### src/rtl/clkchg_pkg.sv
package clkchg_pkg;
   typedef enum logic [2:0] {
      ST_IDLE,
      ST_GUARD_OUT,
      ST_LOCK_WAIT,
      ST_GUARD_IN,
      ST_WDT_RUN
   } seq_state_t;

   localparam logic [1:0] A_CTRL  = 2'd0;
   localparam logic [1:0] A_STAGE = 2'd1;
   localparam logic [1:0] A_WCMP  = 2'd2;
   localparam logic [1:0] A_STAT  = 2'd3;

   localparam int MEM_LSB = 16;
endpackage

### src/rtl/clkchg_regs.sv
module clkchg_regs
   import clkchg_pkg::*;
#(
   parameter int          DIV_W   = 4,
   parameter int          NDIV    = 3,
   parameter int          MEM_W   = 4,
   parameter int          CNT_W   = 16,
   parameter logic [31:0] KEY     = 32'hCF00_0001,
   parameter int          DIV_RST = 0
) (
   input  logic                   clk,
   input  logic                   rst_n,
   input  logic                   reg_wr,
   input  logic [1:0]             reg_addr,
   input  logic [31:0]            reg_wdata,
   input  logic                   sr_ack,
   input  logic                   busy,
   input  logic                   commit,
   output logic                   start,
   output logic [CNT_W-1:0]       wdt_cmp,
   output logic [NDIV*DIV_W-1:0]  div_act,
   output logic [MEM_W-1:0]       mem_act,
   output logic                   err,
   output logic [31:0]            reg_rdata
);
   localparam int DV_BITS = NDIV * DIV_W;

   logic [DV_BITS-1:0] div_stage;
   logic [MEM_W-1:0]   mem_stage;
   logic [CNT_W-1:0]   cmp_q;
   logic               err_q;
   logic [MEM_W-1:0]   mem_q;
   logic [DIV_W-1:0]   div_q [NDIV];

   logic key_hit, sr_ok, free_wr;

   assign key_hit = reg_wr && (reg_addr == A_CTRL) && (reg_wdata == KEY) && !busy;
   assign sr_ok   = (mem_stage == '0) || sr_ack;
   assign start   = key_hit && sr_ok;
   assign free_wr = reg_wr && !busy;

   always_ff @(posedge clk or negedge rst_n) begin
      if (!rst_n) begin
         div_stage <= '0;
         mem_stage <= '0;
         cmp_q     <= '0;
         err_q     <= 1'b0;
      end else begin
         if (free_wr && reg_addr == A_STAGE) begin
            div_stage <= reg_wdata[DV_BITS-1:0];
            mem_stage <= reg_wdata[MEM_LSB +: MEM_W];
         end
         if (free_wr && reg_addr == A_WCMP)
            cmp_q <= reg_wdata[CNT_W-1:0];
         if (key_hit && !sr_ok)
            err_q <= 1'b1;
      end
   end

   for (genvar f = 0; f < NDIV; f++) begin : g_div
      always_ff @(posedge clk or negedge rst_n) begin
         if (!rst_n)
            div_q[f] <= DIV_W'(DIV_RST);
         else if (commit)
            div_q[f] <= div_stage[f*DIV_W +: DIV_W];
      end
      assign div_act[f*DIV_W +: DIV_W] = div_q[f];
   end

   always_ff @(posedge clk or negedge rst_n) begin
      if (!rst_n)
         mem_q <= '0;
      else if (commit)
         mem_q <= mem_stage;
   end

   assign mem_act = mem_q;
   assign wdt_cmp = cmp_q;
   assign err     = err_q;

   always_comb begin
      reg_rdata = '0;
      case (reg_addr)
         A_CTRL:  reg_rdata = busy ? KEY : 32'h0;
         A_STAGE: begin
            reg_rdata[DV_BITS-1:0]       = div_stage;
            reg_rdata[MEM_LSB +: MEM_W]  = mem_stage;
         end
         A_WCMP:  reg_rdata[CNT_W-1:0] = cmp_q;
         default: reg_rdata[0] = err_q;
      endcase
   end
endmodule

### src/rtl/clkchg_wdt.sv
module clkchg_wdt #(
   parameter int CNT_W = 16
) (
   input  logic             clk,
   input  logic             rst_n,
   input  logic             clr,
   input  logic             run,
   input  logic             tick,
   input  logic [CNT_W-1:0] cmp,
   output logic             match
);
   logic [CNT_W-1:0] cnt;

   assign match = run && tick && (cnt == cmp);

   always_ff @(posedge clk or negedge rst_n) begin
      if (!rst_n)
         cnt <= '0;
      else if (clr)
         cnt <= '0;
      else if (run && tick && !match)
         cnt <= cnt + 1'b1;
   end
endmodule

### src/rtl/clkchg_fsm.sv
module clkchg_fsm
   import clkchg_pkg::*;
#(
   parameter int GUARD = 10
) (
   input  logic clk,
   input  logic rst_n,
   input  logic start,
   input  logic tick,
   input  logic pll_lock,
   input  logic match,
   output logic busy,
   output logic en_o,
   output logic src_o,
   output logic stall_o,
   output logic wdt_clr,
   output logic wdt_run
);
   localparam int GW = $clog2(GUARD + 1);

   seq_state_t    state;
   logic [GW-1:0] gcnt;
   logic          g_last;

   assign g_last = tick && (gcnt == GW'(GUARD - 1));

   always_ff @(posedge clk or negedge rst_n) begin
      if (!rst_n) begin
         state   <= ST_IDLE;
         gcnt    <= '0;
         en_o    <= 1'b1;
         src_o   <= 1'b0;
         stall_o <= 1'b0;
      end else begin
         case (state)
            ST_IDLE: if (start) begin
               state   <= ST_GUARD_OUT;
               gcnt    <= '0;
               en_o    <= 1'b0;
               stall_o <= 1'b1;
            end
            ST_GUARD_OUT: if (tick) begin
               if (g_last) begin
                  src_o <= 1'b1;
                  state <= ST_LOCK_WAIT;
                  gcnt  <= '0;
               end else
                  gcnt <= gcnt + 1'b1;
            end
            ST_LOCK_WAIT: if (pll_lock) begin
               state <= ST_GUARD_IN;
               gcnt  <= '0;
            end
            ST_GUARD_IN: if (tick) begin
               if (g_last) begin
                  en_o  <= 1'b1;
                  state <= ST_WDT_RUN;
               end else
                  gcnt <= gcnt + 1'b1;
            end
            ST_WDT_RUN: if (match) begin
               state   <= ST_IDLE;
               stall_o <= 1'b0;
               src_o   <= 1'b0;
            end
            default: state <= ST_IDLE;
         endcase
      end
   end

   assign busy    = (state != ST_IDLE);
   assign wdt_clr = start;
   assign wdt_run = (state == ST_WDT_RUN);
endmodule

### src/rtl/clkchg_seq.sv
module clkchg_seq #(
   parameter int          DIV_W   = 4,
   parameter int          NDIV    = 3,
   parameter int          MEM_W   = 4,
   parameter int          CNT_W   = 16,
   parameter int          GUARD   = 10,
   parameter logic [31:0] KEY     = 32'hCF00_0001,
   parameter int          DIV_RST = 0
) (
   input  logic                  clk,
   input  logic                  rst_n,
   input  logic                  reg_wr,
   input  logic [1:0]            reg_addr,
   input  logic [31:0]           reg_wdata,
   output logic [31:0]           reg_rdata,
   input  logic                  pck_tick,
   input  logic                  pll_lock,
   input  logic                  sr_ack,
   output logic                  clkout_en_o,
   output logic                  clkout_src_o,
   output logic                  core_stall_o,
   output logic [NDIV*DIV_W-1:0] div_act_o,
   output logic [MEM_W-1:0]      mem_act_o,
   output logic                  sr_err_o
);
   if (NDIV * DIV_W > 16 || NDIV < 1 || DIV_W < 1) begin : g_bad_div
      $error("divider fields must fit in 16 bits");
   end
   if (MEM_W < 1 || MEM_W > 12) begin : g_bad_mem
      $error("memory field width out of range");
   end
   if (CNT_W < 2 || CNT_W > 32) begin : g_bad_cnt
      $error("watchdog width out of range");
   end
   if (GUARD < 1) begin : g_bad_guard
      $error("guard interval must be at least one tick");
   end

   logic start, busy, commit, wdt_clr, wdt_run;
   logic [CNT_W-1:0] wdt_cmp;

   clkchg_regs #(
      .DIV_W(DIV_W), .NDIV(NDIV), .MEM_W(MEM_W), .CNT_W(CNT_W),
      .KEY(KEY), .DIV_RST(DIV_RST)
   ) u_regs (
      .clk(clk), .rst_n(rst_n), .reg_wr(reg_wr), .reg_addr(reg_addr),
      .reg_wdata(reg_wdata), .sr_ack(sr_ack), .busy(busy), .commit(commit),
      .start(start), .wdt_cmp(wdt_cmp), .div_act(div_act_o),
      .mem_act(mem_act_o), .err(sr_err_o), .reg_rdata(reg_rdata)
   );

   clkchg_fsm #(.GUARD(GUARD)) u_fsm (
      .clk(clk), .rst_n(rst_n), .start(start), .tick(pck_tick),
      .pll_lock(pll_lock), .match(commit), .busy(busy),
      .en_o(clkout_en_o), .src_o(clkout_src_o), .stall_o(core_stall_o),
      .wdt_clr(wdt_clr), .wdt_run(wdt_run)
   );

   clkchg_wdt #(.CNT_W(CNT_W)) u_wdt (
      .clk(clk), .rst_n(rst_n), .clr(wdt_clr), .run(wdt_run),
      .tick(pck_tick), .cmp(wdt_cmp), .match(commit)
   );
endmodule

### config.mk
export PLATFORM = sky130hd
export DESIGN_NAME = clkchg_seq
export DESIGN_NICKNAME = d
export VERILOG_FILES = /design/src/rtl/clkchg_pkg.sv /design/src/rtl/clkchg_regs.sv /design/src/rtl/clkchg_wdt.sv /design/src/rtl/clkchg_fsm.sv /design/src/rtl/clkchg_seq.sv
export SDC_FILE = /design/constraint.sdc
export NUM_CORES = 1
export LEC_CHECK = 0
export BUFFER_PORTS_ARGS = -buffer_cell sky130_fd_sc_hd__buf_2
export CORE_MARGIN = 2
export CORE_UTILIZATION = 40
export CTS_CLUSTER_DIAMETER = 60
export DETAILED_ROUTE_END_ITERATION = 7
export GPL_TIMING_DRIVEN = 0
export PLACE_DENSITY = 0.65
export SLEW_MARGIN = 20
export SYNTH_ARGS = -nofsm -noshare
export SYNTH_HDL_FRONTEND = slang
export SYNTH_SLANG_ARGS = --single-unit
### constraint.sdc
create_clock -name clk -period 2.8 [get_ports clk]
set_clock_uncertainty 0.2 [all_clocks]
set_input_delay 0.84 -clock clk [delete_from_list [all_inputs] [get_ports clk]]
set_output_delay 0.84 -clock clk [all_outputs]
set_load 0.02 [all_outputs]
==> impl_results.md <==
- First-pass GRT wire length: 16000 µm
- Post-Synth XOR/XNOR Area: 0.0371
- Setup Viol. Count Final: 1
- TritonCTS buffer count: 9
- Vias per inst: about 5.2
- Port buffer count: 85
- Hold Slack: ~220 ps
- Fin worst setup slack: -157 ps
- Post-Place Cells: between 500 and 600
- DRT Wirelength: approximately 9700 µm
- Post-synthesis mux area share: 0.172
- WL per Instance: about 16 µm
- Fin. max-slew vios: 0
- Adder-cell area share of the yosys netlist: 0.0218
- RR Endpoint: u_regs.mem_act[2]
- Post-synthesis instance total: ~350
- Die area: about 11000 µm²
- # diodes: 0
- Die height: approximately 100 µm
- Asr flop ratio synth: 1.00
- H-tree Lvls: 3
- DP Area: about 4700 µm²
- Max Cap Viol: 0
- Status: finished, violations left
- Most used DFF post-synth: dfrtp_1
- Max Fclk: about 0.34 GHz
- Compound-cell area share of the yosys netlist: 0.0751
- Insertion delay to the later sink of the worst-skew pair: around 350 ps
- Critical Path Start: reg_addr[1]
- DR iter-0 viols: 102
- CP Data Arrival Time: around 1900 ps
- Vias in the first global route: 3186
- Synthesis-stage register bit count: 75
- DRT antenna net count: 0
- Unrepaired setup endpoints after global routing: yes
- Vias: 3139
- Chip Width: 104 µm
- Critical path fanouts, max: 3
- Leakage power: around 2.4 nW
- Worst R2R Path Depth: 7
- Initial antenna violation count: 0
- PD cells: a little under 500 nW/µm²
- CTS sink count: 75
- Tot GR Track Use: 0.184
- I/O pins: 92
- DP Wirelength: 7210 µm
- Worst reg2reg startpoint: u_wdt.cnt[2]
- Grt total ovfl: 0
- Sequential fraction of the synthesis area: 0.468
- Slew HR: 0.590
- Netlist Area Pre-Place: 4020 µm²
- Syn-to-layout area delta: 27.8%
- Setup CP Type: input port to output port
- Fin. Hold Viols: 0
- Distinct cells, synth: 52
- Final cell utilization of the core: 0.525
- Fin crit period: roughly 3000 ps
- Crit path to: reg_rdata[0]
- Startpoint Class: input port
- Nets: around 500
- Worst-case clock buffer depth: 2
- EDFF count, synth: 0
- Critical Path RT: around 1800 ps
- Period utilization: 1.06
- Mean Syn Cell Area: around 11 µm²
- Clock transition at the registers of the reported paths: ~80 ps
- DR pass1 iterations: 4
- Clock tree from TritonCTS: yes
- Synthesis Warnings: 0
- Largest family of logic cells by synthesized area: multiplexers
- Row cnt: 36
- Routability cong.: ~0.85
- Worst-Margin Slew: approximately 600 ps
- Starting Density: 0.411
- Worst vdd ir: approximately 0.27 mV
- Hold/Removal Path Class: input port to asynchronous set/reset pin
- Setup TNS: -157 ps
- Failing checks: setup timing
- Crit path capture type: output port
- Non-filler cells, final: between 500 and 600
- Ratio of cells with drive above 1 in the final layout: 0.452
- DRC errors left: 0
- Worst reg2reg setup slack: around 390 ps
- Core Area: ~9800 µm²
- Pin count of the biggest net entering global routing: 46
- Simple-Gate Fraction of Synth Area: 0.170
- Clk root buf: clkbuf_8
- Final instance area: slightly above 5000 µm²
==> per-stage QoR <==
stage / setup slack, ps / power, mW
3_5_place_dp: -383 / 1.63
4_1_cts: -176 / 2.51
6_report: -157 / 2.50
5_1_grt: -183 / 2.61
3_3_place_gp: -393 / 1.62
2_1_floorplan: 0.793 / 1.48
==> routing by layer <==
layer,GRT usage,up-vias,share of wire
li1,-,1460,-
met1,0.244,1556,0.45
met2,0.294,111,0.48
met3,0.0508,12,0.060
met4,0.0550,0,0.015
met5,0,-,0
==> cells in the mapped netlist (all sizes together) (2+ instances only) <==
library cell	count	area (µm²)
nand2	23	88.8
clkbuf	9	33.8
a22oi	11	82.6
ha	7	87.6
mux2i	14	140
or4b	3	33.8
or4	2	18.8
mux2	49	552
nor2b	13	81.3
nor3	8	45.0
dfrtp	74	1850
nand4	10	68.8
a221o	2	20.0
and2	8	50.1
buf	19	140
o22ai	3	18.8
nor2	11	41.3
nand3	8	40.0
inv	13	48.8
a21oi	7	35.0
o31ai	2	15.0
nand2b	10	62.6
nand4b	2	17.5
xnor2	17	149
a2111oi	2	17.5
and3	2	12.5
o41ai	2	17.5
o211ai	2	25.0
nor4	7	80.1
==> cells in the final DEF, fill, tap and decap left out, drive strengths merged, types with 3 or more instances in the layout <==
cell,instances
xnor2,17
nor4,7
mux2,49
a22oi,11
a21oi,7
clkbuf,16
buf,113
mux2i,14
or4b,3
nand4,10
nor3,8
o22ai,3
nand2b,10
nor2b,13
nor2,11
nand2,23
conb,6
and2,8
clkinvlp,3
nand3,8
ha,7
dfrtp,74
inv,14
==> sequential cells by signal (all words and copies together), names as in the netlist <==
register          count
u_regs.err            1
u_fsm.state           3
u_fsm.en_o            1
u_regs.div_stage     12
u_wdt.cnt            16
u_regs.mem_act        4
u_regs.div_act       12
u_fsm.gcnt            4
u_fsm.src_o           1
u_regs.wdt_cmp       16
u_regs.mem_stage      4
u_fsm.stall_o         1
==> cell families (layout without fill, tap and decap cells) <==
kind of cell             Yosys count  after routing
AO/OA/AOI/OAI                     38             38
buffers and inverters             41            147
adder cells (fa/ha/maj)            7              7
XOR/XNOR                          17             17
other                              1              6
multiplexers                      63             63
flip-flops                        75             75
AND/OR/NAND/NOR                  112            112
==> critical path, cell delays in order <==
cell,delay (ps)
buf_12,90
inv_8,40
ha_4,140
nor2b_4,120
a221o_1,270
mux2_4,280
buf_6,130
==> timing repair <==
action	in CTS	in global routing
gates resized for setup	23	24
hold buffers	0	0
pin swaps	2	5
endpoints found under the setup margin	27	11
buffers inserted	2	5
hold endpoints to repair	0	0
==> cell type report <==
type                            instances  area, µm²
Buffer                                 25        201
Clock buffer                           11        141
Clock inverter                          5       61.3
Fill cell                             892       4640
Inverter                               13       63.8
Multi-Input combinational cell        243       2030
Sequential cell                        75       1880
Tap cell                              133        166
Timing Repair Buffer                   93        587
==> power by group <==
group	switching (mW)	internal (mW)
registers	0.0894	1.17
clock network	0.422	0.440
logic	0.174	0.204
total	0.685	1.81
==> worst min path at each step <==
stage                              start            endpoint  slack, ps  cells past startpoint
floorplan           u_regs.div_stage[11]  u_regs.div_act[11]        300                      1
global placement           u_fsm.stall_o       u_fsm.stall_o        270                      1
detailed placement         u_fsm.stall_o       u_fsm.stall_o        280                      1
CTS                                rst_n        u_wdt.cnt[8]        220                      1
global route                       rst_n       u_fsm.gcnt[3]        240                      1
finish                             rst_n       u_fsm.gcnt[3]        220                      1
(Power assumes the default switching activity.)
